`src/rtl/lbist_pkg.sv`:
```
package lbist_pkg;
   // source selection for the circuit under test
   typedef enum logic {
      SRC_FUNC = 1'b0,
      SRC_TEST = 1'b1
   } cut_src_e;

   localparam int unsigned LFSR_W_DEF   = 4;
   localparam logic [3:0]  TAPS_X4X3    = 4'b1100;
   localparam logic [3:0]  GEN_SEED_DEF = 4'b0001;
endpackage

```
`src/rtl/lbist_lfsr.sv`:
```
module lbist_lfsr #(
   parameter int unsigned W    = 4,
   parameter logic [W-1:0] TAPS = 4'b1100,
   parameter logic [W-1:0] SEED = '0
) (
   input  logic         clk,
   input  logic         rst_n,
   input  logic         seed_load,
   input  logic         step,
   input  logic         ser_in,
   output logic [W-1:0] q,
   output logic [W-1:0] q_next
);
   if (W < 2) begin : g_bad_w
      $error("lbist_lfsr: W must be at least 2");
   end

   logic fb;
   assign fb     = (^(q & TAPS)) ^ ser_in;
   assign q_next = {q[W-2:0], fb};

   always_ff @(posedge clk or negedge rst_n) begin
      if (!rst_n)         q <= SEED;
      else if (seed_load) q <= SEED;
      else if (step)      q <= q_next;
   end
endmodule

```
`src/rtl/lbist_cut.sv`:
```
module lbist_cut
   import lbist_pkg::*;
(
   input  cut_src_e src,
   input  logic     t_a,
   input  logic     t_b,
   input  logic     t_s,
   input  logic     f_a,
   input  logic     f_b,
   input  logic     f_s,
   input  logic     fault_en,
   input  logic     fault_val,
   output logic     y
);
   logic a, b, s, mux_y;

   always_comb begin
      if (src == SRC_TEST) begin
         a = t_a; b = t_b; s = t_s;
      end else begin
         a = f_a; b = f_b; s = f_s;
      end
      mux_y = s ? b : a;
      y     = fault_en ? fault_val : mux_y;
   end
endmodule

```
`src/rtl/lbist_result_reg.sv`:
```
module lbist_result_reg #(
   parameter int unsigned W = 5
) (
   input  logic         clk,
   input  logic         rst_n,
   input  logic         load,
   input  logic [W-1:0] load_val,
   input  logic         shift_en,
   input  logic         tdi,
   output logic [W-1:0] q,
   output logic         tdo
);
   assign tdo = q[0];

   always_ff @(posedge clk or negedge rst_n) begin
      if (!rst_n)        q <= '0;
      else if (load)     q <= load_val;
      else if (shift_en) q <= {tdi, q[W-1:1]};
   end
endmodule

```
`src/rtl/lbist_engine.sv`:
```
module lbist_engine
   import lbist_pkg::*;
#(
   parameter int unsigned GEN_W    = LFSR_W_DEF,
   parameter int unsigned SIG_W    = LFSR_W_DEF,
   parameter logic [GEN_W-1:0] GEN_TAPS = TAPS_X4X3,
   parameter logic [SIG_W-1:0] SIG_TAPS = TAPS_X4X3,
   parameter logic [GEN_W-1:0] GEN_SEED = GEN_SEED_DEF,
   parameter int unsigned TEST_LEN = 15,
   parameter logic [SIG_W-1:0] GOLDEN   = 4'b0011
) (
   input  logic tck,
   input  logic rst_n,
   input  logic run_selftest,
   input  logic in_idle,
   input  logic shift_dr,
   input  logic tdi,
   output logic tdo,
   input  logic func_a,
   input  logic func_b,
   input  logic func_s,
   output logic func_y,
   input  logic fault_en,
   input  logic fault_val,
   output logic st_done
);
   localparam int unsigned CNT_W = $clog2(TEST_LEN + 1);
   localparam int unsigned RES_W = SIG_W + 1;
   localparam logic [CNT_W-1:0] LAST_CNT = CNT_W'(TEST_LEN - 1);

   if (GEN_W < 3) begin : g_bad_gen
      $error("lbist_engine: generator needs at least 3 bits for A, B, S");
   end
   if (TEST_LEN < 1) begin : g_bad_len
      $error("lbist_engine: TEST_LEN must be at least 1");
   end

   logic             run_q;
   logic             done_q;
   logic [CNT_W-1:0] cnt_q;
   logic             entry, advance, last;
   logic [GEN_W-1:0] gen_q, gen_nx;
   logic [SIG_W-1:0] sig_q, sig_nx;
   logic [RES_W-1:0] res_q;
   logic             cut_y;
   cut_src_e         src;

   assign entry   = run_selftest & ~run_q;
   assign advance = run_selftest & in_idle & ~done_q & ~entry;
   assign last    = advance & (cnt_q == LAST_CNT);
   assign src     = run_selftest ? SRC_TEST : SRC_FUNC;

   always_ff @(posedge tck or negedge rst_n) begin
      if (!rst_n) begin
         run_q  <= 1'b0;
         done_q <= 1'b0;
         cnt_q  <= '0;
      end else begin
         run_q <= run_selftest;
         if (entry) begin
            done_q <= 1'b0;
            cnt_q  <= '0;
         end else if (advance) begin
            cnt_q <= cnt_q + 1'b1;
            if (last) done_q <= 1'b1;
         end
      end
   end

   lbist_lfsr #(.W(GEN_W), .TAPS(GEN_TAPS), .SEED(GEN_SEED)) u_gen (
      .clk(tck), .rst_n(rst_n), .seed_load(entry), .step(advance),
      .ser_in(1'b0), .q(gen_q), .q_next(gen_nx)
   );

   lbist_lfsr #(.W(SIG_W), .TAPS(SIG_TAPS), .SEED('0)) u_sig (
      .clk(tck), .rst_n(rst_n), .seed_load(entry), .step(advance),
      .ser_in(cut_y), .q(sig_q), .q_next(sig_nx)
   );

   lbist_cut u_cut (
      .src(src), .t_a(gen_q[0]), .t_b(gen_q[1]), .t_s(gen_q[2]),
      .f_a(func_a), .f_b(func_b), .f_s(func_s),
      .fault_en(fault_en), .fault_val(fault_val), .y(cut_y)
   );

   lbist_result_reg #(.W(RES_W)) u_res (
      .clk(tck), .rst_n(rst_n), .load(last),
      .load_val({sig_nx == GOLDEN, sig_nx}),
      .shift_en(shift_dr & ~last), .tdi(tdi), .q(res_q), .tdo(tdo)
   );

   assign func_y  = cut_y;
   assign st_done = done_q;
endmodule

```
`config.mk`:
```
export PLATFORM = sky130hd
export DESIGN_NAME = lbist_engine
export DESIGN_NICKNAME = d
export VERILOG_FILES = /design/src/rtl/lbist_pkg.sv /design/src/rtl/lbist_lfsr.sv /design/src/rtl/lbist_cut.sv /design/src/rtl/lbist_result_reg.sv /design/src/rtl/lbist_engine.sv
export SDC_FILE = /design/constraint.sdc
export NUM_CORES = 1
export LEC_CHECK = 0
export CAP_MARGIN = 40
export CORE_ASPECT_RATIO = 2
export CORE_UTILIZATION = 30
export CTS_CLUSTER_DIAMETER = 80
export CTS_CLUSTER_SIZE = 25
export DETAILED_ROUTE_END_ITERATION = 10
export GPL_ROUTABILITY_DRIVEN = 0
export GPL_TIMING_DRIVEN = 1
export HOLD_SLACK_MARGIN = 0.03
export SYNTH_ARGS = -nofsm -noshare
export SYNTH_HDL_FRONTEND = slang
export SYNTH_SLANG_ARGS = --single-unit
```
`constraint.sdc`:
```
create_clock -name tck -period 1.6 [get_ports tck]
set_clock_uncertainty 0.1 [all_clocks]
set_input_delay 0.4 -clock tck [delete_from_list [all_inputs] [get_ports tck]]
set_output_delay 0.4 -clock tck [all_outputs]
set_load 0.005 [all_outputs]
```
## Word level (Yosys, flattened, before mapping)

Cells that the tools add are included.

- Add/sub/neg operators: 1
- Bitwise operators: 11
- Equality and inequality tests: 2
- Reductions and logical operators: 6
- Mux-type cells: 17

Operator list:

| operator | count |
|---|---|
| 4-bit two-way mux | 6 |
| 5-bit two-way mux | 2 |
| 1-bit two-way mux | 9 |
| 4-bit XOR reduction | 2 |
| 1-bit bitwise AND | 6 |
| 2-bit nonzero test | 3 |
| 4-bit by 1-bit adder with 4-bit output, second input constant | 1 |
| 4-bit by 2-bit equality test with 1-bit output, second input constant | 1 |
| 4-bit equality test, second input constant | 1 |
| 1-bit inverter | 4 |
| 2-bit AND reduction | 1 |
| 1-bit XOR | 1 |

- Register bits after elaboration: 19

## Logic depth before layout (Yosys ltp)

- Depth in word-level cells: 9
- Depth in mapped cells: 7
- Depth with buffers taken out: 5

## Modules after synthesis

Synthesis repeated with hierarchy kept, for this count alone.

- Cells, all modules: 103
- Area, all modules: 1058.5 um^2

By module, submodules not included:

| module | area an instance (um^2) | cells each | instances | seq. area each (um^2) |
|---|---|---|---|---|
| lbist_engine | 341.6 | 38 | 1 | 150.1 |
| lbist_result_reg | 242.7 | 23 | 1 | 125.1 |
| lbist_lfsr (u_gen) | 216.5 | 18 | 1 | 101.3 |
| lbist_lfsr (u_sig) | 215.2 | 18 | 1 | 100.1 |
| lbist_cut | 42.5 | 6 | 1 | 0.0 |

## Worst setup path before layout

OpenSTA, ideal clock, no wires.

- Path kind: input to output
- Start: in run_selftest
- End: out func_y
- Cell stages on the path: 4
- Path slack: -0.178 ns
- Arrival: 1.278 ns
- Buffers on the path: 1
- Cell sequence: clkbuf_1 -> nor2b_1 -> a222oi_1 -> inv_1

- Word-level cells in the longest chain between the ends: 4
- Elaborated cells on any way between the ends: 6

Ends and longest elaborated chain:

| what | RTL line | text |
|---|---|---|
| from (decl) | lbist_engine.sv:14 | `input logic run_selftest,` |
| 1-bit two-way mux * | lbist_engine.sv:51 | `assign src = run_selftest ? SRC_TEST : SRC_FUNC;` |
| 1-bit two-way mux | lbist_cut.sv:18 | `if (src == SRC_TEST) begin` |
| 1-bit two-way mux * | lbist_cut.sv:23 | `mux_y = s ? b : a;` |
| 1-bit two-way mux * | lbist_cut.sv:24 | `y = fault_en ? fault_val : mux_y;` |
| to (decl) | lbist_engine.sv:22 | `output logic func_y,` |

Mark *: on every way between the ends. The rest lies on a longest branch, timed or not.

## Worst setup path in the final report

- Start: reg u_gen.q[2]
- End: out func_y

- Word-level cells in the longest chain between the ends: 3

Ends and longest elaborated chain:

| what | RTL line | text |
|---|---|---|
| from (decl) | lbist_lfsr.sv:11 | `output logic [W-1:0] q,` |
| from (signal assigned) | lbist_lfsr.sv:25 | `else if (step) q <= q_next;` |
| 1-bit two-way mux | lbist_cut.sv:18 |  |
| 1-bit two-way mux | lbist_cut.sv:23 |  |
| 1-bit two-way mux | lbist_cut.sv:24 |  |

Every way passes these cells.

==> metrics <==
vias in the first global route around 760; DR WL met3 77 um; final period utilization 1.25; cell row count 27; Static Leakage 0.000590 uW; area fraction in compound gates after synthesis 0.175; Mapped Nets 98; largest net degree at the start of global routing 20; DR iter-0 viols 28; drt drc 0; final hold slack 0.373 ns; initial core utilization 0.321; finished layout cell area between 0.001 and 0.0015 mm^2; Hold Path Class in -> async; setup ws final -0.401 ns; via density per instance 5.28; status finished with violations; routed wire length on met2 ~1200 um; RR Startpoint u_gen.q[2]$_DFFE_PN0P_; setup_tns -0.657 ns; post-synthesis sequential area ratio 0.530; Routed WL around 2000 um; Final Hold Fails 0; Synth Warn # 0; top post-synthesis cells by area dfrtp_1 (50%), mux2i_1 (4.5%), dfstp_2 (2.9%); M1 wire length 717 um; IR drop worst, VDD about 0.32 mV; CP Capture Type primary output; fin. max-slew vios 0; number of fill cells between 200 and 300; register bit total from synthesis 19; clk slew on worst S/H paths approximately 0.070 ns; r2r setup slk -0.11 ns; Max Used Layer met4; root buffer cell clkbuf_8; Critical Setup Path Class reg -> out; CP max stage delay 0.40 ns; hpwl dp ~1600 um; Post-DP Area 0.00114 mm^2; Overall Global Routing Usage 0.145; Area Overhead vs Synth 36.6%; Post-Layout Cell Count between 100 and 150; most area-hungry cell type in the Yosys netlist dfrtp_1; Core Area between 0.002 and 0.003 mm^2; CTS tree done; pwr/cell area about 880 mW/mm^2; Max Cap Viol 0; fin util 0.438; gr ovfl total 0; Post-Syn Area per Cell roughly 11 um^2; antenna violations before repair 0; Max Clk Rate ~500 MHz; die area 0.00323 mm^2; startpoint types flop; Antenna diodes 0; CTS buffer count 3; Die X a little over 40 um; post-synthesis simple-gate area fraction 0.114; worst-path cell chain mux2_4 -> a222oi_1 -> inv_1 -> buf_2; maximum buffer depth of the clock tree 2; die height approximately 79 um; arrival time worst endpoint around 1.5 ns; final setup violation count 4; share of the synthesized area in the top cell type 0.501; Least-Margin Pin Slew 0.440 ns; Placed Instances 135; r2r endpoint u_res.q[4]$_DFFE_PN0P_; largest family of logic cells by synthesized area compound AO/OA/AOI/OAI gates; Synth Cell Area about 900 um^2; Layout Nets about 130; xor and xnor area share after synthesis 0.0389; clock latency on the worst-skew pair roughly 0.26 ns; Max stage delay cell, worst path dfrtp_1; IO Port Bufs 13; Routed Antenna Nets 0; DR vias 750; worst relative slew slack 0.704; H-tree levels 1; clock sinks 19; post-layout minimum cycle time ~2 ns; drt first pass iters 4; WL per Instance 14.4 um; I/O Pins 14; first-pass GRT wire length about 3100 um; multiplexer share of the synthesized area 0.0695; RSZ-0062 raised after global routing true; critical path peak fanout 2; failing checks setup timing; area share of fa/ha/maj cells after synthesis 0.0278; Synth cell types 28; CP required ~1.1 ns; Gate Count Post-Synth between 80 and 90; layout cells sized above 1 0.257; reg2reg path depth 5
==> what timing repair did <==
action                     in CTS  in global routing
setup buffers                   2                  2
setup endpoints to repair      12                  7
gates resized for setup        16                  2
hold buffers                    0                  0
pin swaps                       1                  2
==> layout make-up <==
class,count,area (um^2),share of cell area
Inverter,6,22.5,0.0183
Timing Repair Buffer,28,233,0.189
Clock buffer,3,41.3,0.0336
Tap cell,29,36.3,0.0295
Clock inverter,1,5.00,0.00407
Sequential cell,19,477,0.388
Multi-Input combinational cell,56,414,0.337
==> critical path: cells and delay by family (launching register included) <==
| family | cells | cell delay, ns |
|---|---|---|
| flops | 1 | 0.40 |
| mux | 1 | 0.31 |
| buf+inv | 2 | 0.20 |
| compound gates | 1 | 0.34 |
==> routing by layer <==
| metal | up-vias | track usage |
|---|---|---|
| li1 | 360 | - |
| met1 | 371 | 0.124 |
| met2 | 14 | 0.268 |
| met3 | 5 | 0.0251 |
| met4 | 0 | 0.0900 |
| met5 | - | 0 |
==> cell usage after synthesis, drive strengths merged <==
library cell,n
buf,3
nand2,7
and4,1
and4b,1
ha,2
dfrtp,18
a211oi,1
nand4,2
o21ai,10
clkbuf,1
mux2,2
a22oi,1
a21oi,4
xor2,1
a222oi,1
nor2b,3
nand3,3
xnor2,3
dfstp,1
mux2i,4
a22o,5
nor2,3
inv,6
o22ai,2
==> report_power, final <==
group          switching [uW]  internal [uW]
logic                    84.2            105
clock network             163            173
registers                31.5            525
==> metrics by stage <==
step | worst slack (ns) | power (uW)
6_report | -0.401 | 1080
3_5_place_dp | -0.967 | 752
5_1_grt | -0.481 | 1140
4_1_cts | -0.415 | 1090
3_3_place_gp | -0.873 | 741
2_1_floorplan | -0.158 | 651
==> how the worst max path moves through the flow <==
stage                                      start  cells after the start     end
final                     u_gen.q[2]$_DFFE_PN0P_                      4  func_y
after global routing      u_gen.q[2]$_DFFE_PN0P_                      4  func_y
after CTS                 u_gen.q[2]$_DFFE_PN0P_                      4  func_y
after detailed placement                  func_s                      5  func_y
after global placement                    func_s                      5  func_y
after floorplan           u_gen.q[2]$_DFFE_PN0P_                      3  func_y
==> placed cells by master (no fill, tap or decap) <==
master,instances
mux2_4,2
dlygate4sd2_1,7
inv_1,6
dfstp_2,1
clkinv_2,1
clkdlybuf4s50_1,5
a21oi_2,1
nor2b_2,1
o21ai_1,5
nor2_1,3
o21ai_0,5
a22o_2,2
a21oi_1,3
a22oi_1,1
xnor2_4,1
a222oi_1,1
and4b_1,1
dfrtp_1,18
nand3_1,3
mux2i_1,4
buf_6,1
nand4_1,2
buf_2,1
nand2_1,7
xor2_1,1
a22o_1,3
and4_4,1
clkbuf_8,3
ha_1,2
nor2b_1,2
buf_4,14
o22ai_1,2
a211oi_1,1
xnor2_1,2
==> state kept, by name, summed over array words and instances (netlist names) <==
register,flops
u_res.q,5
st_done,1
u_sig.q,4
u_gen.q,4
cnt_q,4
run_q,1
==> kinds of logic after synthesis <==
kind of cell	after synthesis
flip-flops	19
adder cells (fa/ha/maj)	2
multiplexers	6
buffers and inverters	10
AND/OR/NAND/NOR	20
XOR/XNOR	4
AO/OA/AOI/OAI	24
Note: power is estimated with default switching activity, not from simulation.
